`src/rtl/irq_cause_pkg.sv`:
```
// Package: shared widths and cause bit positions for the interrupt cause unit.
// Assumes: cause storage occupies the low CAUSE_W bits of a REG_W register.
package irq_cause_pkg;
    localparam int REG_W   = 32;
    localparam int CAUSE_W = 7;

    localparam int BIT_TXWB   = 0;
    localparam int BIT_TXQE   = 1;
    localparam int BIT_LINK   = 2;
    localparam int BIT_RXSEQ  = 3;
    localparam int BIT_RXLOW  = 4;
    localparam int BIT_RXOVR  = 6;

    // Positions holding real storage; every other position reads zero.
    localparam logic [CAUSE_W-1:0] IMPL_MASK =
        CAUSE_W'((1 << BIT_TXWB) | (1 << BIT_TXQE) | (1 << BIT_LINK) |
                 (1 << BIT_RXSEQ) | (1 << BIT_RXLOW) | (1 << BIT_RXOVR));
endpackage

```
`src/rtl/link_edge_det.sv`:
```
// Module: link_edge_det
// Flags a change of a link-up level in either direction.
// Assumes: link_i is synchronous to clk. Holds the level seen during reset
// as the start value, so no change is reported when reset is released.
module link_edge_det (
    input  logic clk,
    input  logic rst_n,
    input  logic link_i,
    output logic chg_o
);
    logic link_q;

    // Track the link level from the previous edge.
    always_ff @(posedge clk) begin
        link_q <= link_i;
    end

    assign chg_o = rst_n & (link_i ^ link_q);
endmodule

```
`src/rtl/txwb_defer_timer.sv`:
```
// Module: txwb_defer_timer
// Turns transmit write-back requests into a cause-set pulse, either at once
// or after a reloadable delay of DLY_W bits.
// Assumes: dly_i is stable while a request is taken. A new deferred request
// restarts the count, and a running expiry at that same edge is dropped.
module txwb_defer_timer #(
    parameter int DLY_W = 8
) (
    input  logic             clk,
    input  logic             rst_n,
    input  logic             req_i,
    input  logic             defer_i,
    input  logic [DLY_W-1:0] dly_i,
    output logic             set_o
);
    localparam logic [DLY_W-1:0] CNT_ONE  = DLY_W'(1);
    localparam logic [DLY_W-1:0] CNT_ZERO = '0;

    logic [DLY_W-1:0] cnt_q;
    logic             load;
    logic             now;
    logic             expire;

    // Classify the incoming request as deferred or immediate.
    always_comb begin
        load   = req_i & defer_i & (dly_i != CNT_ZERO);
        now    = req_i & ~(defer_i & (dly_i != CNT_ZERO));
        expire = (cnt_q == CNT_ONE) & ~load;
        set_o  = now | expire;
    end

    // Down-counter: reload on a deferred request, otherwise count to zero.
    always_ff @(posedge clk) begin
        if (!rst_n) begin
            cnt_q <= CNT_ZERO;
        end else if (load) begin
            cnt_q <= dly_i;
        end else if (cnt_q != CNT_ZERO) begin
            cnt_q <= cnt_q - CNT_ONE;
        end
    end


    reload_chk: assert property (@(posedge clk) disable iff (!rst_n)
        load |=> (cnt_q == $past(dly_i)));


    countdown_chk: assert property (@(posedge clk) disable iff (!rst_n)
        (!load && cnt_q != CNT_ZERO) |=> (cnt_q == $past(cnt_q) - CNT_ONE));
endmodule

```
`src/rtl/cause_bit_array.sv`:
```
// Module: cause_bit_array
// Sticky cause storage: a set wins over a clear at the same edge.
// Assumes: positions with IMPL bit 0 carry no storage and read zero.
module cause_bit_array #(
    parameter int               WIDTH = 7,
    parameter logic [WIDTH-1:0] IMPL  = '1
) (
    input  logic             clk,
    input  logic             rst_n,
    input  logic [WIDTH-1:0] set_i,
    input  logic [WIDTH-1:0] clr_i,
    output logic [WIDTH-1:0] cause_o
);
    for (genvar i = 0; i < WIDTH; i++) begin : g_bit
        if (IMPL[i]) begin : g_store
            logic bit_q;

            // Hold, clear or set one cause; a new event overrides a clear.
            always_ff @(posedge clk) begin
                if (!rst_n) begin
                    bit_q <= 1'b0;
                end else begin
                    bit_q <= set_i[i] | (bit_q & ~clr_i[i]);
                end
            end

            assign cause_o[i] = bit_q;


            set_wins_chk: assert property (@(posedge clk) disable iff (!rst_n)
                set_i[i] |=> bit_q);


            sticky_chk: assert property (@(posedge clk) disable iff (!rst_n)
                (bit_q && !clr_i[i]) |=> bit_q);


            clear_chk: assert property (@(posedge clk) disable iff (!rst_n)
                (clr_i[i] && !set_i[i]) |=> !bit_q);
        end else begin : g_tie
            logic unused_pos;
            assign unused_pos = set_i[i] | clr_i[i];
            assign cause_o[i] = 1'b0;
        end
    end
endmodule

```
`src/rtl/irq_level_reg.sv`:
```
// Module: irq_level_reg
// Registers the OR of the enabled causes into one level interrupt.
// Assumes: the mask is applied to the full register width.
module irq_level_reg #(
    parameter int W = 32
) (
    input  logic         clk,
    input  logic         rst_n,
    input  logic [W-1:0] cause_i,
    input  logic [W-1:0] mask_i,
    output logic         irq_o
);
    // Sample the enabled-cause reduction once per cycle.
    always_ff @(posedge clk) begin
        if (!rst_n) begin
            irq_o <= 1'b0;
        end else begin
            irq_o <= |(cause_i & mask_i);
        end
    end
endmodule

```
`src/rtl/irq_cause_unit.sv`:
```
// Module: irq_cause_unit (top)
// Interrupt cause register with clear-on-read, write-one-to-clear, link
// edge detection, a deferred transmit write-back and a masked level output.
// Assumes: a single read/write strobe pair, and event pulses synchronous to clk.
module irq_cause_unit
    import irq_cause_pkg::*;
#(
    parameter int DLY_W = 8
) (
    input  logic             clk,
    input  logic             rst_n,
    input  logic             evt_tx_wb,
    input  logic             evt_tx_wb_defer,
    input  logic [DLY_W-1:0] tx_wb_delay,
    input  logic             evt_tx_qempty,
    input  logic             link_up,
    input  logic             evt_rx_seqerr,
    input  logic             evt_rx_lowdesc,
    input  logic             evt_rx_overrun,
    input  logic             reg_rd,
    input  logic             reg_wr,
    input  logic [REG_W-1:0] reg_wdata,
    output logic [REG_W-1:0] reg_rdata,
    input  logic [REG_W-1:0] irq_enable,
    output logic             irq_out
);
    localparam int PAD_W = REG_W - CAUSE_W;

    logic               link_chg;
    logic               txwb_set;
    logic [CAUSE_W-1:0] set_vec;
    logic [CAUSE_W-1:0] clr_vec;
    logic [CAUSE_W-1:0] cause_vec;
    logic [REG_W-1:0]   cause_full;
    logic               unused_wdata_hi;

    link_edge_det u_link (
        .clk    (clk),
        .rst_n  (rst_n),
        .link_i (link_up),
        .chg_o  (link_chg)
    );

    txwb_defer_timer #(.DLY_W(DLY_W)) u_timer (
        .clk     (clk),
        .rst_n   (rst_n),
        .req_i   (evt_tx_wb),
        .defer_i (evt_tx_wb_defer),
        .dly_i   (tx_wb_delay),
        .set_o   (txwb_set)
    );

    // Gather the event sources into their cause positions.
    always_comb begin
        set_vec            = '0;
        set_vec[BIT_TXWB]  = txwb_set;
        set_vec[BIT_TXQE]  = evt_tx_qempty;
        set_vec[BIT_LINK]  = link_chg;
        set_vec[BIT_RXSEQ] = evt_rx_seqerr;
        set_vec[BIT_RXLOW] = evt_rx_lowdesc;
        set_vec[BIT_RXOVR] = evt_rx_overrun;
    end

    // Form the clear request from a read (all bits) or a write of ones.
    always_comb begin
        clr_vec = '0;
        if (reg_rd) begin
            clr_vec = IMPL_MASK;
        end else if (reg_wr) begin
            clr_vec = reg_wdata[CAUSE_W-1:0] & IMPL_MASK;
        end
    end

    assign unused_wdata_hi = ^reg_wdata[REG_W-1:CAUSE_W];

    cause_bit_array #(.WIDTH(CAUSE_W), .IMPL(IMPL_MASK)) u_bits (
        .clk     (clk),
        .rst_n   (rst_n),
        .set_i   (set_vec),
        .clr_i   (clr_vec),
        .cause_o (cause_vec)
    );

    assign cause_full = {{PAD_W{1'b0}}, cause_vec};
    assign reg_rdata  = cause_full;

    irq_level_reg #(.W(REG_W)) u_irq (
        .clk     (clk),
        .rst_n   (rst_n),
        .cause_i (cause_full),
        .mask_i  (irq_enable),
        .irq_o   (irq_out)
    );


    link_cause_chk: assert property (@(posedge clk) disable iff (!rst_n)
        link_chg |=> reg_rdata[BIT_LINK]);


    txwb_cause_chk: assert property (@(posedge clk) disable iff (!rst_n)
        txwb_set |=> reg_rdata[BIT_TXWB]);


    irq_rise_chk: assert property (@(posedge clk) disable iff (!rst_n)
        (|(reg_rdata & irq_enable)) |=> irq_out);


    irq_fall_chk: assert property (@(posedge clk) disable iff (!rst_n)
        !(|(reg_rdata & irq_enable)) |=> !irq_out);


    read_clear_chk: assert property (@(posedge clk) disable iff (!rst_n)
        (reg_rd && set_vec == '0) |=> (reg_rdata == '0));
endmodule

```
`config.mk`:
```
export PLATFORM = sky130hd
export DESIGN_NAME = irq_cause_unit
export DESIGN_NICKNAME = d
export VERILOG_FILES = /design/src/rtl/irq_cause_pkg.sv /design/src/rtl/link_edge_det.sv /design/src/rtl/txwb_defer_timer.sv /design/src/rtl/cause_bit_array.sv /design/src/rtl/irq_level_reg.sv /design/src/rtl/irq_cause_unit.sv
export SDC_FILE = /design/constraint.sdc
export NUM_CORES = 1
export LEC_CHECK = 0
export ABC_AREA = 1
export CAP_MARGIN = 10
export CORE_UTILIZATION = 33
export DETAILED_ROUTE_END_ITERATION = 10
export PLACE_DENSITY = 0.92
export SYNTH_ARGS = -nofsm -noshare
export SYNTH_HDL_FRONTEND = slang
export SYNTH_HIERARCHICAL = 1
export SYNTH_SLANG_ARGS = --single-unit
```
`constraint.sdc`:
```
create_clock -name clk -period 1.6 [get_ports clk]
set_input_delay 0.32 -clock clk [delete_from_list [all_inputs] [get_ports clk]]
set_output_delay 0.32 -clock clk [all_outputs]
set_load 0.02 [all_outputs]
```
==> results of run 1 <==
==> stage by stage <==
stage               hold WS, ns  area (um2)  total power, uW  utilization (%)
finish                   0.4832        2068             2016            51.34
global route             0.5060        2068             2186            51.34
CTS                      0.4886        2066             2037            51.27
detailed placement       0.4786        2024             1718            50.25
global placement         0.4690        2024             1673            50.25
floorplan                0.3477        1572             1475                -
==> power by group through the flow <==
stage / combinational, uW / clock (uW) / sequential (uW)
after floorplan: 885 / 0 / 590
after global placement: 1070 / 0 / 602
after detailed placement: 1110 / 0 / 611
after CTS: 1130 / 309 / 602
after global routing: 1240 / 331 / 611
final: 1120 / 290 / 602
==> cells by family (layout without fill, tap and decap cells) <==
kind of cell	after synthesis	after routing	share of synthesized area, %
AOI/OAI and AO/OA	17	17	6.402
xor gates and xnor gates	6	6	3.787
adders and majority gates	3	3	2.705
buffers and inverters	57	91	24.07
DFF	16	16	23.08
other	2	51	0.5412
and+or+nand+nor	128	128	39.40
==> placed cells by master, fill, tap and decap left out, types with 2 or more instances in the layout <==
cell type / count
nand2_1: 93
clkdlybuf4s50_1: 62
conb_1: 51
inv_1: 23
nor2_1: 19
dfxtp_1: 16
a21oi_1: 14
xor2_1: 6
nor2_4: 5
clkbuf_8: 3
nand2_2: 3
nand3_1: 3
ha_1: 3
nor2_2: 2
==> routing by layer <==
metal,track usage [%],routed length [um],vias to the layer above
met5,0,0,-
met4,3.457,41,0
met3,5.137,266,4
met2,27.90,1510,59
met1,11.78,1025,583
li1,-,-,770
==> registers in the layout, indices dropped and copies added (netlist names) <==
register                    flops
u_link/link_q                   1
u_bits/g_bit.g_store.bit_q      6
u_timer/cnt_q                   8
u_irq/irq_o                     1
==> worst min-delay path, cell delays in order (launching register included) <==
cell and delay (ns):
dfxtp_1 0.32, nand2_1 0.07, a21oi_1 0.05
==> timing repair <==
action / 4_1_cts / 5_1_grt
setup endpoints to repair: 0 / 1
hold endpoints to repair: 0 / 0
setup buffers: 0 / 0
gates resized for setup: 0 / 1
==> final cells by class <==
| type | instances | area, um2 |
|---|---|---|
| repair buffers | 63 | 633.1 |
| fillers | 388 | 1961 |
| flip-flops and latches | 16 | 320.3 |
| clock buffers | 3 | 41.29 |
| inverters | 25 | 93.84 |
| multi-input cells | 205 | 917.1 |
| well taps | 50 | 62.56 |
==> final timing paths <==
check / startpoint / end / cells after the start
worst max-delay path: u_bits/g_bit[1].g_store.bit_q / reg_rdata[1] / 1
worst min-delay path: u_bits/g_bit[4].g_store.bit_q / u_bits/g_bit[4].g_store.bit_q / 2
worst max register to register: u_timer/cnt_q[0] / u_timer/cnt_q[6] / 7
worst min register to register: u_bits/g_bit[4].g_store.bit_q / u_bits/g_bit[4].g_store.bit_q / 2
==> results.tsv, run 1 <==
stage	metric	value	unit
power_and_ir_drop	Clock power frac	14.4	%
detailed_routing	DR pass1 iterations	2	
worst_setup_path	Worst Path Arrival	1.21	ns
power_and_ir_drop	net switching power	849.2	uW
layout	Area growth syn-to-layout	49.05	%
place	HPWL Detailed	2.509	mm
floorplanning	io pins	116	
global_route	first-pass GRT wire length	4.602	mm
power_and_ir_drop	Peak VDD IR	0.8476	mV
floorplanning	Starting Density	34.44	%
yosys	Syn. warnings	6	
place	pre-CTS setup slack	-0.002759	ns
detailed_routing	total wire length	2.843	mm
global_route	vias in the first global route	1215	
yosys	number of synthesized flops with an enable pin	0	
layout	Antenna diodes	0	
worst_setup_path	CP Max Fanout	3	
worst_setup_path	Buf+Inv Stages, Crit Path	1	
yosys	top post-synthesis cells by area	nand2_1 (25%), dfxtp_1 (23%), buf_4 (17%)	
global_route	initial antenna violation count	0	
detailed_routing	WL/cell	7.854	um
power_and_ir_drop	Pwr Density	974.8	nW/um2
timing	Final Hold Viols	0	
cts	clock sink total	16	
yosys	most common cell in the synthesized netlist	nand2_1	
worst_setup_path	Worst Setup Path Type	register to primary output	
power_and_ir_drop	Combinational Power Share	55.8	%
place	Final Wtd Congestion	0.7760	
global_route	GRT overflow	0	
timing	final worst-path setup slack	0.07006	ns
power_and_ir_drop	Internal Power	1167	uW
yosys	post-synth cell types	21	
detailed_routing	ANT nets after route	0	
layout	Non-Filler Instances	362	
worst_setup_path	flop2flop setup slack	0.33	ns
floorplanning	FP Rows	23	
timing	Fin Setup TNS	0	ns
timing	Pins Over Slew Limit	0	
worst_setup_path	cells along the critical path	clkdlybuf4s50_1	
yosys	register area share after synthesis	23.08	%
outcome	status	completed	
power_and_ir_drop	switching share of power	42.12	%
cts	hold-fix buffers at CTS	0	
worst_setup_path	crit end category	primary output	
global_route	largest net degree at the start of global routing	10	
worst_setup_path	Slowest cell on crit path	clkdlybuf4s50_1	
power_and_ir_drop	Pleak	0.001138	uW
detailed_routing	# DRC	0	
timing	Clock Skew	0.0008425	ns
floorplanning	die area	4468	um2
yosys	synthesized flop and latch total	16	
timing	Final setup viols	0	
yosys	Yosys top cell area share	25.16	%
cts	clock root buffer	clkbuf_8	
layout	Nets	400	
yosys	Synth Cell Area	1388	um2
cts	TritonCTS Buffers	3	
floorplanning	Die Y	66.85	um
floorplanning	Core Region	4029	um2
timing	RSZ-0062 raised after global routing	no	
min_path	HP Class	register to register	
layout	share of post-route cells with drive strength above 1	4.808	%
worst_setup_path	Worst Setup Start Kind	register	
yosys	Synth async-reset ratio	0	%
cts	deepest clock path buffer count	2	
timing	FMAX	0.6536	GHz
run	max_cap viols	0	
worst_setup_path	CP peak stage delay	0.61	ns
yosys	Mapped Cells	229	
power_and_ir_drop	Seq pwr share	29.9	%
place	Placed Cells	359	
detailed_routing	routed via count	1416	
detailed_routing	Via density	3.912	
place	IO buf count	63	
worst_setup_path	Worst Path Required	1.28	ns
timing	period utilization	95.62	%
worst_setup_path	crit-path leading delay family	buffers and inverters	
yosys	Most used DFF post-synth	dfxtp_1	
cts	CTS tree	yes	
global_route	All-Layer GR Usage	13.54	%
yosys	most frequent cells after synthesis	nand2_1 (93), buf_4 (32), inv_1 (23), nor2_1 (19), dfxtp_1 (16)	
timing	min cycle time layout	1.530	ns
yosys	Synth area leader	nand2_1	
cts	worst skew pair latency	0.24	ns
cts	clock slew at reported path FFs	0.06	ns
yosys	syn_area_per_cell	6.059	um2
cts	H-tree levels	1	
floorplanning	die width	66.85	um
detailed_routing	starting DRC count in detailed routing	8	
No activity file was read; power rests on OpenSTA's default activity.
==> run 2: changes to the inputs <==
--- a/config.mk
+++ b/config.mk
@@ -7,6 +7,7 @@
 export LEC_CHECK = 0
 export ABC_AREA = 1
 export CAP_MARGIN = 10
+export CORE_ASPECT_RATIO = 0.75
 export CORE_UTILIZATION = 33
 export DETAILED_ROUTE_END_ITERATION = 10
 export PLACE_DENSITY = 0.92
==> results.tsv, run 2 (synthesis results as in run 1) <==
stage	metric	value	unit	change
outcome	status	completed		unchanged
cts	CTS tree	yes		unchanged
power_and_ir_drop	Internal Power	1219	uW	was 1167 uW
timing	Final Hold Viols	0		unchanged
cts	H-tree levels	1		unchanged
worst_setup_path	RR Startpoint	u_timer/cnt_q[0]		unchanged
floorplanning	die area	4471	um2	was 4468 um2
timing	Hold Slack	0.4773	ns	was 0.4832 ns
worst_setup_path	flop2flop setup slack	0.29	ns	was 0.33 ns
global_route	GRT overflow	0		unchanged
layout	share of post-route cells with drive strength above 1	5.112	%	was 4.808%
worst_setup_path	Worst Setup Start Kind	register		unchanged
global_route	vias in the first global route	1314		was 1215
layout	commonest cells after routing, fill and taps aside	nand2_1 (93), clkdlybuf4s50_1 (60), conb_1 (51), inv_1 (23), nor2_1 (19)		was nand2_1 (93), clkdlybuf4s50_1 (62), conb_1 (51), inv_1 (23), nor2_1 (19)
global_route	initial antenna violation count	0		unchanged
timing	FMAX	0.6500	GHz	was 0.6536 GHz
place	IO buf count	63		unchanged
power_and_ir_drop	Peak VDD IR	0.4628	mV	was 0.8476 mV
global_route	All-Layer GR Usage	15.10	%	was 13.54%
worst_setup_path	Buf+Inv Stages, Crit Path	1		unchanged
place	Final Wtd Congestion	0.8247		was 0.7760
run	max_cap viols	0		unchanged
cts	clock root buffer	clkbuf_8		unchanged
worst_setup_path	R2R Path End	u_timer/cnt_q[6]		unchanged
worst_setup_path	CP Max Fanout	3		unchanged
power_and_ir_drop	Pwr Density	998.9	nW/um2	was 974.8 nW/um2
timing	Pins Over Slew Limit	0		unchanged
cts	clock sink total	16		unchanged
detailed_routing	routed via count	1447		was 1416
place	Placement Cell Area	2031	um2	was 2024 um2
detailed_routing	# DRC	0		unchanged
power_and_ir_drop	Pleak	0.001174	uW	was 0.001138 uW
cts	post-CTS sizing	0		unchanged
worst_setup_path	Worst Path Required	1.28	ns	about the same
cts	worst skew pair latency	0.25	ns	was 0.24 ns
detailed_routing	ANT nets after route	0		unchanged
cts	deepest clock path buffer count	2		unchanged
worst_setup_path	CP peak stage delay	0.62	ns	was 0.61 ns
floorplanning	Die Y	58.16	um	was 66.85 um
floorplanning	io pins	116		unchanged
timing	min cycle time layout	1.539	ns	was 1.530 ns
worst_setup_path	crit-path leading delay family	buffers and inverters		unchanged
layout	Area growth syn-to-layout	50.86	%	was 49.05%
floorplanning	die width	76.88	um	was 66.85 um
layout	Antenna diodes	0		unchanged
power_and_ir_drop	Seq pwr share	28.9	%	was 29.9%
timing	period utilization	96.16	%	was 95.62%
worst_setup_path	crit path to	reg_rdata[3]		was reg_rdata[1]
power_and_ir_drop	Clock power frac	17.0	%	was 14.4%
min_path	HP Class	register to register		unchanged
detailed_routing	Via density	3.932		was 3.912
layout	Top reg by flops	u_timer/cnt_q		unchanged
floorplanning	Core Region	4029	um2	unchanged
worst_setup_path	cells along the critical path	clkdlybuf4s50_1		unchanged
layout	post-route cell area	2093	um2	was 2068 um2
worst_setup_path	Slowest cell on crit path	clkdlybuf4s50_1		unchanged
global_route	largest net degree at the start of global routing	10		unchanged
layout	commonest non-fill, non-tap cell in the layout	nand2_1		unchanged
power_and_ir_drop	net switching power	872.4	uW	was 849.2 uW
cts	clock slew at reported path FFs	0.06	ns	about the same
place	pre-CTS setup slack	-0.03057	ns	was -0.002759 ns
floorplanning	FP Rows	20		was 23
detailed_routing	starting DRC count in detailed routing	69		was 8
timing	Clock Skew	0.001668	ns	was 0.0008425 ns
cts	postcts setup bufs	0		unchanged
timing	RSZ-0062 raised after global routing	no		unchanged
worst_setup_path	Worst Setup Path Type	register to primary output		unchanged
layout	Largest regs	u_timer/cnt_q x8, u_bits/g_bit.g_store.bit_q x6		unchanged
power_and_ir_drop	switching share of power	41.72	%	was 42.12%
worst_setup_path	CP Depth	1		unchanged
place	HPWL Detailed	2.861	mm	was 2.509 mm
timing	final worst-path setup slack	0.06147	ns	was 0.07006 ns
detailed_routing	total wire length	3.257	mm	was 2.843 mm
worst_setup_path	Worst Path Arrival	1.22	ns	was 1.21 ns
cts	TritonCTS Buffers	3		unchanged
worst_setup_path	crit end category	primary output		unchanged
detailed_routing	DR pass1 iterations	4		was 2
power_and_ir_drop	Combinational Power Share	54.1	%	was 55.8%
worst_setup_path	Worst Setup SP	u_bits/g_bit[3].g_store.bit_q		was u_bits/g_bit[1].g_store.bit_q
global_route	first-pass GRT wire length	5.430	mm	was 4.602 mm
detailed_routing	WL/cell	8.851	um	was 7.854 um
layout	Fillers	426		was 388
layout	utilization after layout	51.96	%	was 51.34%
floorplanning	Starting Density	34.44	%	unchanged
timing	Fin Setup TNS	0	ns	unchanged
timing	Final setup viols	0		unchanged
layout	max reg flops	8		unchanged
layout	Nets	400		unchanged
worst_setup_path	worst r2r path cells	7		unchanged
cts	hold-fix buffers at CTS	0		unchanged
## run 2: cell types whose count changed in the layout (fill, tap and decap cells not counted)
cell and delta:
clkbuf_8 +1, clkdlybuf4s50_1 -2, dlymetal6s2s_1 +2
## run 2: power groups by stage
stage | sequential (uW) | clock (uW) | combinational (uW)
2_1_floorplan | 590 | 0 | 885
3_3_place_gp | 605 | 0 | 1070
4_1_cts | 606 | 360 | 1130
5_1_grt | 615 | 385 | 1260
6_report | 605 | 356 | 1130
3_5_place_dp | 614 | 0 | 1110
## run 2: how the worst min path moves through the flow
stage	start	end	slack, ns	cells after the start
floorplan	link_up	u_link/link_q	0.35	0
global placement	u_bits/g_bit[1].g_store.bit_q	u_bits/g_bit[1].g_store.bit_q	0.47	2
detailed placement	u_bits/g_bit[1].g_store.bit_q	u_bits/g_bit[1].g_store.bit_q	0.48	2
CTS	u_bits/g_bit[1].g_store.bit_q	u_bits/g_bit[1].g_store.bit_q	0.48	2
global route	u_bits/g_bit[3].g_store.bit_q	u_bits/g_bit[3].g_store.bit_q	0.50	2
finish	u_bits/g_bit[1].g_store.bit_q	u_bits/g_bit[1].g_store.bit_q	0.48	2
## run 2: per-stage QoR
| step | cells | power (uW) |
|---|---|---|
| floorplan | 278 | 1475 |
| CTS | 368 | 2094 |
| global placement | 364 | 1671 |
| detailed placement | 364 | 1726 |
| global route | 368 | 2257 |
| finish | 368 | 2091 |
## run 2: layout make-up
cell class                      count  area, um2  area share [%]
Clock buffer                        4      55.05           2.630
Sequential cell                    16      320.3           15.30
Tap cell                           55      68.82           3.288
Multi-Input combinational cell    205      917.1           43.81
Inverter                           25      93.84           4.483
Timing Repair Buffer               63      638.1           30.48
## run 2: routing by layer
layer,GRT usage [%],share of wire (%),vias up
li1,-,-,772
met2,28.32,50,43
met5,0,0,-
met3,2.362,4.4,4
met4,3.297,0.98,0
met1,18.31,44,628
